--- config.mk ---
export PLATFORM = sky130hd
export DESIGN_NAME = addr_tenure_ctrl
export DESIGN_NICKNAME = d
export VERILOG_FILES = /design/src/rtl/tenure_pkg.sv /design/src/rtl/tenure_align_chk.sv /design/src/rtl/tenure_master.sv /design/src/rtl/tenure_snoop.sv /design/src/rtl/addr_tenure_ctrl.sv
export SDC_FILE = /design/constraint.sdc
export NUM_CORES = 1
export LEC_CHECK = 0
export CAP_MARGIN = 20
export CELL_PAD_IN_SITES_DETAIL_PLACEMENT = 2
export CELL_PAD_IN_SITES_GLOBAL_PLACEMENT = 2
export CORE_MARGIN = 5
export CORE_UTILIZATION = 30
export CTS_CLUSTER_DIAMETER = 80
export DETAILED_ROUTE_END_ITERATION = 10
export DONT_BUFFER_PORTS = 1
export PLACE_DENSITY_LB_ADDON = 0.1
export SYNTH_ARGS = -nofsm -noshare
export SYNTH_HDL_FRONTEND = slang
export SYNTH_SLANG_ARGS = --single-unit
--- constraint.sdc ---
create_clock -name clk -period 1.3 [get_ports clk]
set_input_delay 0.13 -clock clk [delete_from_list [all_inputs] [get_ports clk]]
set_output_delay 0.13 -clock clk [all_outputs]
set_load 0.005 [all_outputs]
--- src/rtl/tenure_pkg.sv ---
package tenure_pkg;
  localparam int unsigned ADDR_W_DEF = 32;
  localparam int unsigned SIZE_W_DEF = 3;
  localparam int unsigned ATTR_W_DEF = SIZE_W_DEF + 2;

  typedef enum logic [1:0] {
    M_IDLE     = 2'd0,
    M_WAIT_GNT = 2'd1,
    M_TENURE   = 2'd2
  } mstate_e;

  function automatic logic attr_is_burst(input logic [ATTR_W_DEF-1:0] a);
    return a[ATTR_W_DEF-1];
  endfunction
endpackage

--- src/rtl/tenure_align_chk.sv ---
module tenure_align_chk #(
  parameter int unsigned ADDR_W     = 32,
  parameter int unsigned ALIGN_BITS = 3
) (
  input  logic [ADDR_W-1:0] addr,
  input  logic              burst,
  output logic              misaligned
);
  always_comb begin
    misaligned = burst && (|addr[ALIGN_BITS-1:0]);
  end
endmodule

--- src/rtl/tenure_master.sv ---
module tenure_master
  import tenure_pkg::*;
#(
  parameter int unsigned ADDR_W     = 32,
  parameter int unsigned ATTR_W     = 5,
  parameter int unsigned ALIGN_BITS = 3
) (
  input  logic              clk,
  input  logic              rst_n,
  input  logic              req_valid,
  output logic              req_ready,
  input  logic [ADDR_W-1:0] req_addr,
  input  logic [ATTR_W-1:0] req_attr,
  input  logic              grant_in,
  input  logic              ack_in,
  output logic              start_out,
  output logic              busy_out,
  output logic              bus_oe,
  output logic [ADDR_W-1:0] bus_addr_out,
  output logic [ATTR_W-1:0] bus_attr_out,
  output logic              err_out
);
  localparam int unsigned BURST_BIT = ATTR_W - 1;

  mstate_e           state_q;
  logic              start_q, busy_q, oe_q, err_q;
  logic [ADDR_W-1:0] addr_q;
  logic [ATTR_W-1:0] attr_q;
  logic              misaligned;
  logic              take;

  tenure_align_chk #(.ADDR_W(ADDR_W), .ALIGN_BITS(ALIGN_BITS)) u_align (
    .addr       (req_addr),
    .burst      (req_attr[BURST_BIT]),
    .misaligned (misaligned)
  );

  assign req_ready = (state_q == M_IDLE);
  assign take      = req_valid && req_ready;

  always_ff @(posedge clk) begin
    if (!rst_n) begin
      state_q <= M_IDLE;
      start_q <= 1'b0;
      busy_q  <= 1'b0;
      oe_q    <= 1'b0;
      err_q   <= 1'b0;
      addr_q  <= '0;
      attr_q  <= '0;
    end else begin
      err_q   <= 1'b0;
      start_q <= 1'b0;
      case (state_q)
        M_IDLE: begin
          if (take) begin
            if (misaligned) begin
              err_q <= 1'b1;
            end else begin
              addr_q  <= req_addr;
              attr_q  <= req_attr;
              state_q <= M_WAIT_GNT;
            end
          end
        end
        M_WAIT_GNT: begin
          if (grant_in) begin
            start_q <= 1'b1;
            busy_q  <= 1'b1;
            oe_q    <= 1'b1;
            state_q <= M_TENURE;
          end
        end
        M_TENURE: begin
          // an acknowledge in the strobe cycle itself does not close the tenure
          if (ack_in && !start_q) begin
            busy_q  <= 1'b0;
            oe_q    <= 1'b0;
            state_q <= M_IDLE;
          end
        end
        default: state_q <= M_IDLE;
      endcase
    end
  end

  assign start_out    = start_q;
  assign busy_out     = busy_q;
  assign bus_oe       = oe_q;
  assign err_out      = err_q;
  assign bus_addr_out = oe_q ? addr_q : '0;
  assign bus_attr_out = oe_q ? attr_q : '0;
endmodule

--- src/rtl/tenure_snoop.sv ---
module tenure_snoop #(
  parameter int unsigned ADDR_W = 32,
  parameter int unsigned ATTR_W = 5
) (
  input  logic              clk,
  input  logic              rst_n,
  input  logic              start_in,
  input  logic              busy_in,
  input  logic              own_start,
  input  logic [ADDR_W-1:0] bus_addr_in,
  input  logic [ATTR_W-1:0] bus_attr_in,
  output logic              snp_valid,
  output logic [ADDR_W-1:0] snp_addr,
  output logic [ATTR_W-1:0] snp_attr
);
  logic capture;
  logic valid_q;
  logic [ADDR_W-1:0] addr_q;
  logic [ATTR_W-1:0] attr_q;

  assign capture = start_in && busy_in && !own_start;

  always_ff @(posedge clk) begin
    if (!rst_n) begin
      valid_q <= 1'b0;
      addr_q  <= '0;
      attr_q  <= '0;
    end else begin
      valid_q <= capture;
      if (capture) begin
        addr_q <= bus_addr_in;
        attr_q <= bus_attr_in;
      end
    end
  end

  assign snp_valid = valid_q;
  assign snp_addr  = addr_q;
  assign snp_attr  = attr_q;
endmodule

--- src/rtl/addr_tenure_ctrl.sv ---
module addr_tenure_ctrl
  import tenure_pkg::*;
#(
  parameter int unsigned ADDR_W     = ADDR_W_DEF,
  parameter int unsigned SIZE_W     = SIZE_W_DEF,
  parameter int unsigned ALIGN_BITS = 3,
  localparam int unsigned ATTR_W    = SIZE_W + 2
) (
  input  logic              clk,
  input  logic              rst_n,
  input  logic              req_valid,
  output logic              req_ready,
  input  logic [ADDR_W-1:0] req_addr,
  input  logic [ATTR_W-1:0] req_attr,
  input  logic              grant_in,
  input  logic              ack_in,
  output logic              start_out,
  output logic              busy_out,
  output logic              bus_oe,
  output logic [ADDR_W-1:0] bus_addr_out,
  output logic [ATTR_W-1:0] bus_attr_out,
  output logic              err_out,
  input  logic              start_in,
  input  logic              busy_in,
  input  logic [ADDR_W-1:0] bus_addr_in,
  input  logic [ATTR_W-1:0] bus_attr_in,
  output logic              snp_valid,
  output logic [ADDR_W-1:0] snp_addr,
  output logic [ATTR_W-1:0] snp_attr
);
  logic own_start;

  tenure_master #(.ADDR_W(ADDR_W), .ATTR_W(ATTR_W), .ALIGN_BITS(ALIGN_BITS)) u_master (
    .clk          (clk),
    .rst_n        (rst_n),
    .req_valid    (req_valid),
    .req_ready    (req_ready),
    .req_addr     (req_addr),
    .req_attr     (req_attr),
    .grant_in     (grant_in),
    .ack_in       (ack_in),
    .start_out    (own_start),
    .busy_out     (busy_out),
    .bus_oe       (bus_oe),
    .bus_addr_out (bus_addr_out),
    .bus_attr_out (bus_attr_out),
    .err_out      (err_out)
  );

  tenure_snoop #(.ADDR_W(ADDR_W), .ATTR_W(ATTR_W)) u_snoop (
    .clk         (clk),
    .rst_n       (rst_n),
    .start_in    (start_in),
    .busy_in     (busy_in),
    .own_start   (own_start),
    .bus_addr_in (bus_addr_in),
    .bus_attr_in (bus_attr_in),
    .snp_valid   (snp_valid),
    .snp_addr    (snp_addr),
    .snp_attr    (snp_attr)
  );

  assign start_out = own_start;
endmodule

=== Word level (Yosys, flattened, before mapping) ===
Cells that the tools add are included.

* Register bits after elaboration: 80
* Bits of input ports: 81
* Word-level logic and storage cells: 42

* Eq/ne operators: 6
* Multiplexer cells: 12
* Bitwise operators: 1
* Reductions and logical operators: 14

{| class="wikitable"
|+ Operator list
! cell !! number
|-
| $mux 32 || 1
|-
| $reduce_and 3->1 || 3
|-
| $mux 2 || 4
|-
| $ne 2x2->1 const B || 3
|-
| $pmux 2 s3 || 1
|-
| $logic_and 1x1->1 || 5
|-
| $mux 5 || 1
|-
| $mux 1 || 4
|-
| $reduce_and 4->1 || 1
|-
| $reduce_or 3->1 || 1
|-
| $eq 2x1->1 const B || 1
|-
| $eq 2x2->1 const B || 1
|-
| $logic_not 2->1 || 1
|-
| $ne 2x1->1 const B || 1
|-
| $pmux 1 s2 || 1
|-
| $reduce_and 2->1 || 1
|-
| $reduce_bool 2->1 || 1
|-
| $logic_not 1->1 || 1
|-
| $not 1->1 || 1
|}

=== Depth between registers and ports, before layout ===
* Depth after elaboration: 5
* Mapped depth: 5
* Depth with buffers taken out: 3

=== Hierarchy ===
From an unflattened synthesis, not the netlist that was laid out.

* Cell total of the unflattened synthesis: 386
* Area, all modules: 3,453.3 um2

{| class="wikitable"
|+ By module, submodules not included
! module !! instances !! cells an instance !! area an instance (um2)
|-
| tenure_master || 1 || 221 || 1,939.4
|-
| tenure_snoop || 1 || 164 || 1,505.2
|-
| tenure_align_chk || 1 || 1 || 8.8
|}

=== Worst setup path before layout ===
No wires, ideal clock.

* Path kind: register to register
* From: register u_master.state_q[1]
* To: register u_master.addr_q[10]
* Data arrival time: 1,170 ps
* Path slack: 58 ps
* Cell stages (with the launch flop): 6
* Buffers on the path: 2
* Path through: dfxtp_1 -> nor3b_2 -> nor2b_2 -> buf_6 -> buf_12 -> mux2i_1

* Longest elaborated chain between the ends: 3

{| class="wikitable"
|+ RTL lines
! element !! RTL line !! source
|-
| start: declaration || tenure_master.sv:25 || <nowiki>mstate_e state_q;</nowiki>
|-
| start signal: assignment || tenure_master.sv:43 || <nowiki>state_q <= M_IDLE;</nowiki>
|-
| start signal: assignment || tenure_master.sv:61 || <nowiki>state_q <= M_WAIT_GNT;</nowiki>
|-
| start signal: assignment || tenure_master.sv:70 || <nowiki>state_q <= M_TENURE;</nowiki>
|-
| $logic_not 2->1 * || tenure_master.sv:38, tenure_master.sv:53 ||
|-
| $logic_and 1x1->1 || tenure_master.sv:39 || <nowiki>assign take = req_valid && req_ready;</nowiki>
|-
| $reduce_and 3->1 (no source line) * || -- ||
|-
| end signal: assignment || tenure_master.sv:59 || <nowiki>addr_q <= req_addr;</nowiki>
|-
| end: declaration || tenure_master.sv:27 || <nowiki>logic [ADDR_W-1:0] addr_q;</nowiki>
|}

Mark *: on every way between the ends. The rest lies on a longest branch, timed or not.
A chain may end at the register's enable or synchronous reset.

=== Final worst setup path ===
* From: register u_master.state_q[1]
* To: register u_master.addr_q[15]

Same word-level chain as after synthesis.

==> results_dict.tcl <==
set metrics [dict create \
    synth.avg_cell_area_sq_um 8.40 \
    status "complete, no violations" \
    required_ns 1.57 \
    area_growth_pct 44.2 \
    drive_gt1_share_pct 8.10 \
    max_cap_viol_count 0 \
    vdd_drop_max_uv 468 \
    hold_violations 0 \
    regArea_sq_mm 0.00161 \
    ys_warn_count 0 \
    diodes 0 \
    pre_cts_ws_ns 0.0349 \
    vias 3003 \
    place_congestion 0.703 \
    wl_per_cell_um 17.6 \
    drc_errors 0 \
    ctsLongestPathBuffers 2 \
    ys.flop_type "dfxtp_1" \
    core-area_sq_mm 0.0107 \
    synth_area_sq_mm 0.00324 \
    grt_pass1_wl_mm 17.7 \
    grtUsageTotal_pct 17.2 \
    finalSetupViolations 0 \
    cts_sinks 80 \
    num_rows 38 \
    fin_ws_ns 0.0186 \
    numCtsBuffers 9 \
    ios 161 \
    die_h_um 114 \
    drt-initial-drc-count 84 \
    min-delay-start "rst_n" \
    ys_types 28 \
    synthCells 386 \
    final_cell_mix "nand2_1 (146), dlygate4sd3_1 (104), dfxtp_1 (78)" \
    synth_edf_count 0 \
    cp_max_fo 23 \
    rsz0062_at_grt "yes" \
    slew_headroom_pct 80.2 \
    antenna_found_initial 0 \
    post_cts_buffers 0 \
    initial_core_util_pct 30.3 \
    power_leakage_uw 0.00180 \
    synthArstFlopShare_pct 0 \
    arrival_ns 1.56 \
    holdCritPathClass "input port to flop" \
    cts.htree.levels 3 \
    worst_hold_slack_ns 0.0241 \
    drt-vias-per-instance 4.74 \
    worst_pin_slew_ns 0.297 \
    worstSetupStartpoint "u_master.state_q[1]" \
    cts_root_buf "clkbuf_8" \
    synth_nets 467 \
    die-area_sq_mm 0.0130 \
    wl_mm 11.2 \
    grt_overflow_total 0 \
    clock_latency_ns 0.34 \
    regToRegStartpoint "u_master.state_q[1]" \
    grt_pass1_vias 3497 \
    ant_nets 0 \
    nNetsFinal 570 \
    path_class "flop to flop" \
    fmax_ghz 0.780 \
    io_buffers 0 \
    layout_commonest_cell "nand2_1" \
    min_period_over_period_pct 98.6 \
    ys_ff_latch 80 \
    drt_pre_antenna_iters 4 \
    cp-end-kind "flop" \
    grt_start_max_net_pins 47 \
    clk_pin_slew_ns 0.09 \
    ys_seq_area_share_pct 49.4 \
    start_kind "flop" \
    multi_input_area_sq_mm 0.00148 \
    hpwl_mm 6.56 \
    final_max_slew_viol_count 0 \
    layout_min_cycle_time_ns 1.28 \
    fillers 1157 \
    postLayoutCellArea_sq_mm 0.00467 \
    cellPowerDensity_mw_per_mm2 1120 \
    fin_skew_ns 0.00659 \
    die_w_um 114 \
    place_area_sq_mm 0.00341 \
    cts_tree "built" \
]
[kinds of logic (layout without fill, tap and decap cells)]
family                 after synthesis  after routing  synth area share [%]
muxes                               35             35                  10.8
DFF                                 80             80                  49.4
buffers and inverters               30            138                  5.25
and+or+nand+nor                    196            196                  27.0
AOI/OAI and AO/OA                   45             45                  7.49
[power by group]
part	internal, uW	switching (uW)	total (uW)
combinational	410	327	738
clock	879	925	1800
sequential	2580	88.3	2670
[registers in the layout, indices dropped and copies added (netlist names)]
name,count
u_master.start_out,1
u_snoop.snp_attr,5
u_snoop.snp_valid,1
u_snoop.snp_addr,32
u_master.state_q,2
u_master.busy_out,1
u_master.attr_q,5
u_master.err_out,1
u_master.addr_q,32
[metal layers]
layer	up-vias	GRT usage (%)	routed length, um	share of wire, %
met4	0	3.80	68	0.61
met2	103	33.0	6000	54
met3	5	6.47	974	8.7
met5	-	0	0	0
li1	1445	-	-	-
met1	1450	17.5	4150	37
[synth_stat cells (2+ instances only)]
| cell type | instances | area (sq um) |
|---|---|---|
| buf_2 | 8 | 40.0 |
| mux2i_1 | 35 | 350 |
| o211a_1 | 2 | 20.0 |
| buf_4 | 2 | 15.0 |
| and2_1 | 37 | 231 |
| clkbuf_1 | 15 | 56.3 |
| nand3b_1 | 2 | 15.0 |
| a21oi_1 | 39 | 195 |
| nor2_1 | 2 | 7.51 |
| dfxtp_1 | 80 | 1600 |
| buf_12 | 2 | 40.0 |
| nand2_1 | 146 | 548 |
[critical path, cell delays in order (launching register included)]
cell,delay [ns]
dfxtp_2,0.33
nor3b_2,0.20
nor2b_4,0.22
buf_12,0.21
mux2i_1,0.24
[through the flow]
step                std cells  total power, uW  setup TNS, ns  utilization [%]
floorplan                 386             3070              0                -
global placement          513             3160              0             31.9
detailed placement        513             3180              0             31.9
CTS                       634             5310              0             43.6
global route              634             5490         -0.443             43.7
finish                    634             5210              0             43.7
[path summary, 6_finish.rpt]
kind | endpoint | slack (ns) | cells past startpoint
setup / recovery | u_master.addr_q[15] | 0.02 | 4
hold / removal | u_master.start_out | 0.02 | 1
setup reg to reg | u_master.addr_q[15] | 0.02 | 4
hold reg to reg | u_master.addr_q[5] | 0.46 | 2
[area by class of cell]
class | count | share of cell area (%)
sequential | 80 | 34.4
multi-input combinational | 276 | 31.7
timing repair buffer | 121 | 26.1
tap | 140 | 3.75
clock buffer | 10 | 2.73
clock inverter | 6 | 1.29
inverter | 1 | 0.0803
[what timing repair did]
item / in CTS / in global routing
endpoints found under the setup margin: 39 / 25
resized for setup: 1 / 5
hold buffers: 105 / 0
hold endpoints to repair: 77 / 0
Power figures use the tool's default switching activity.
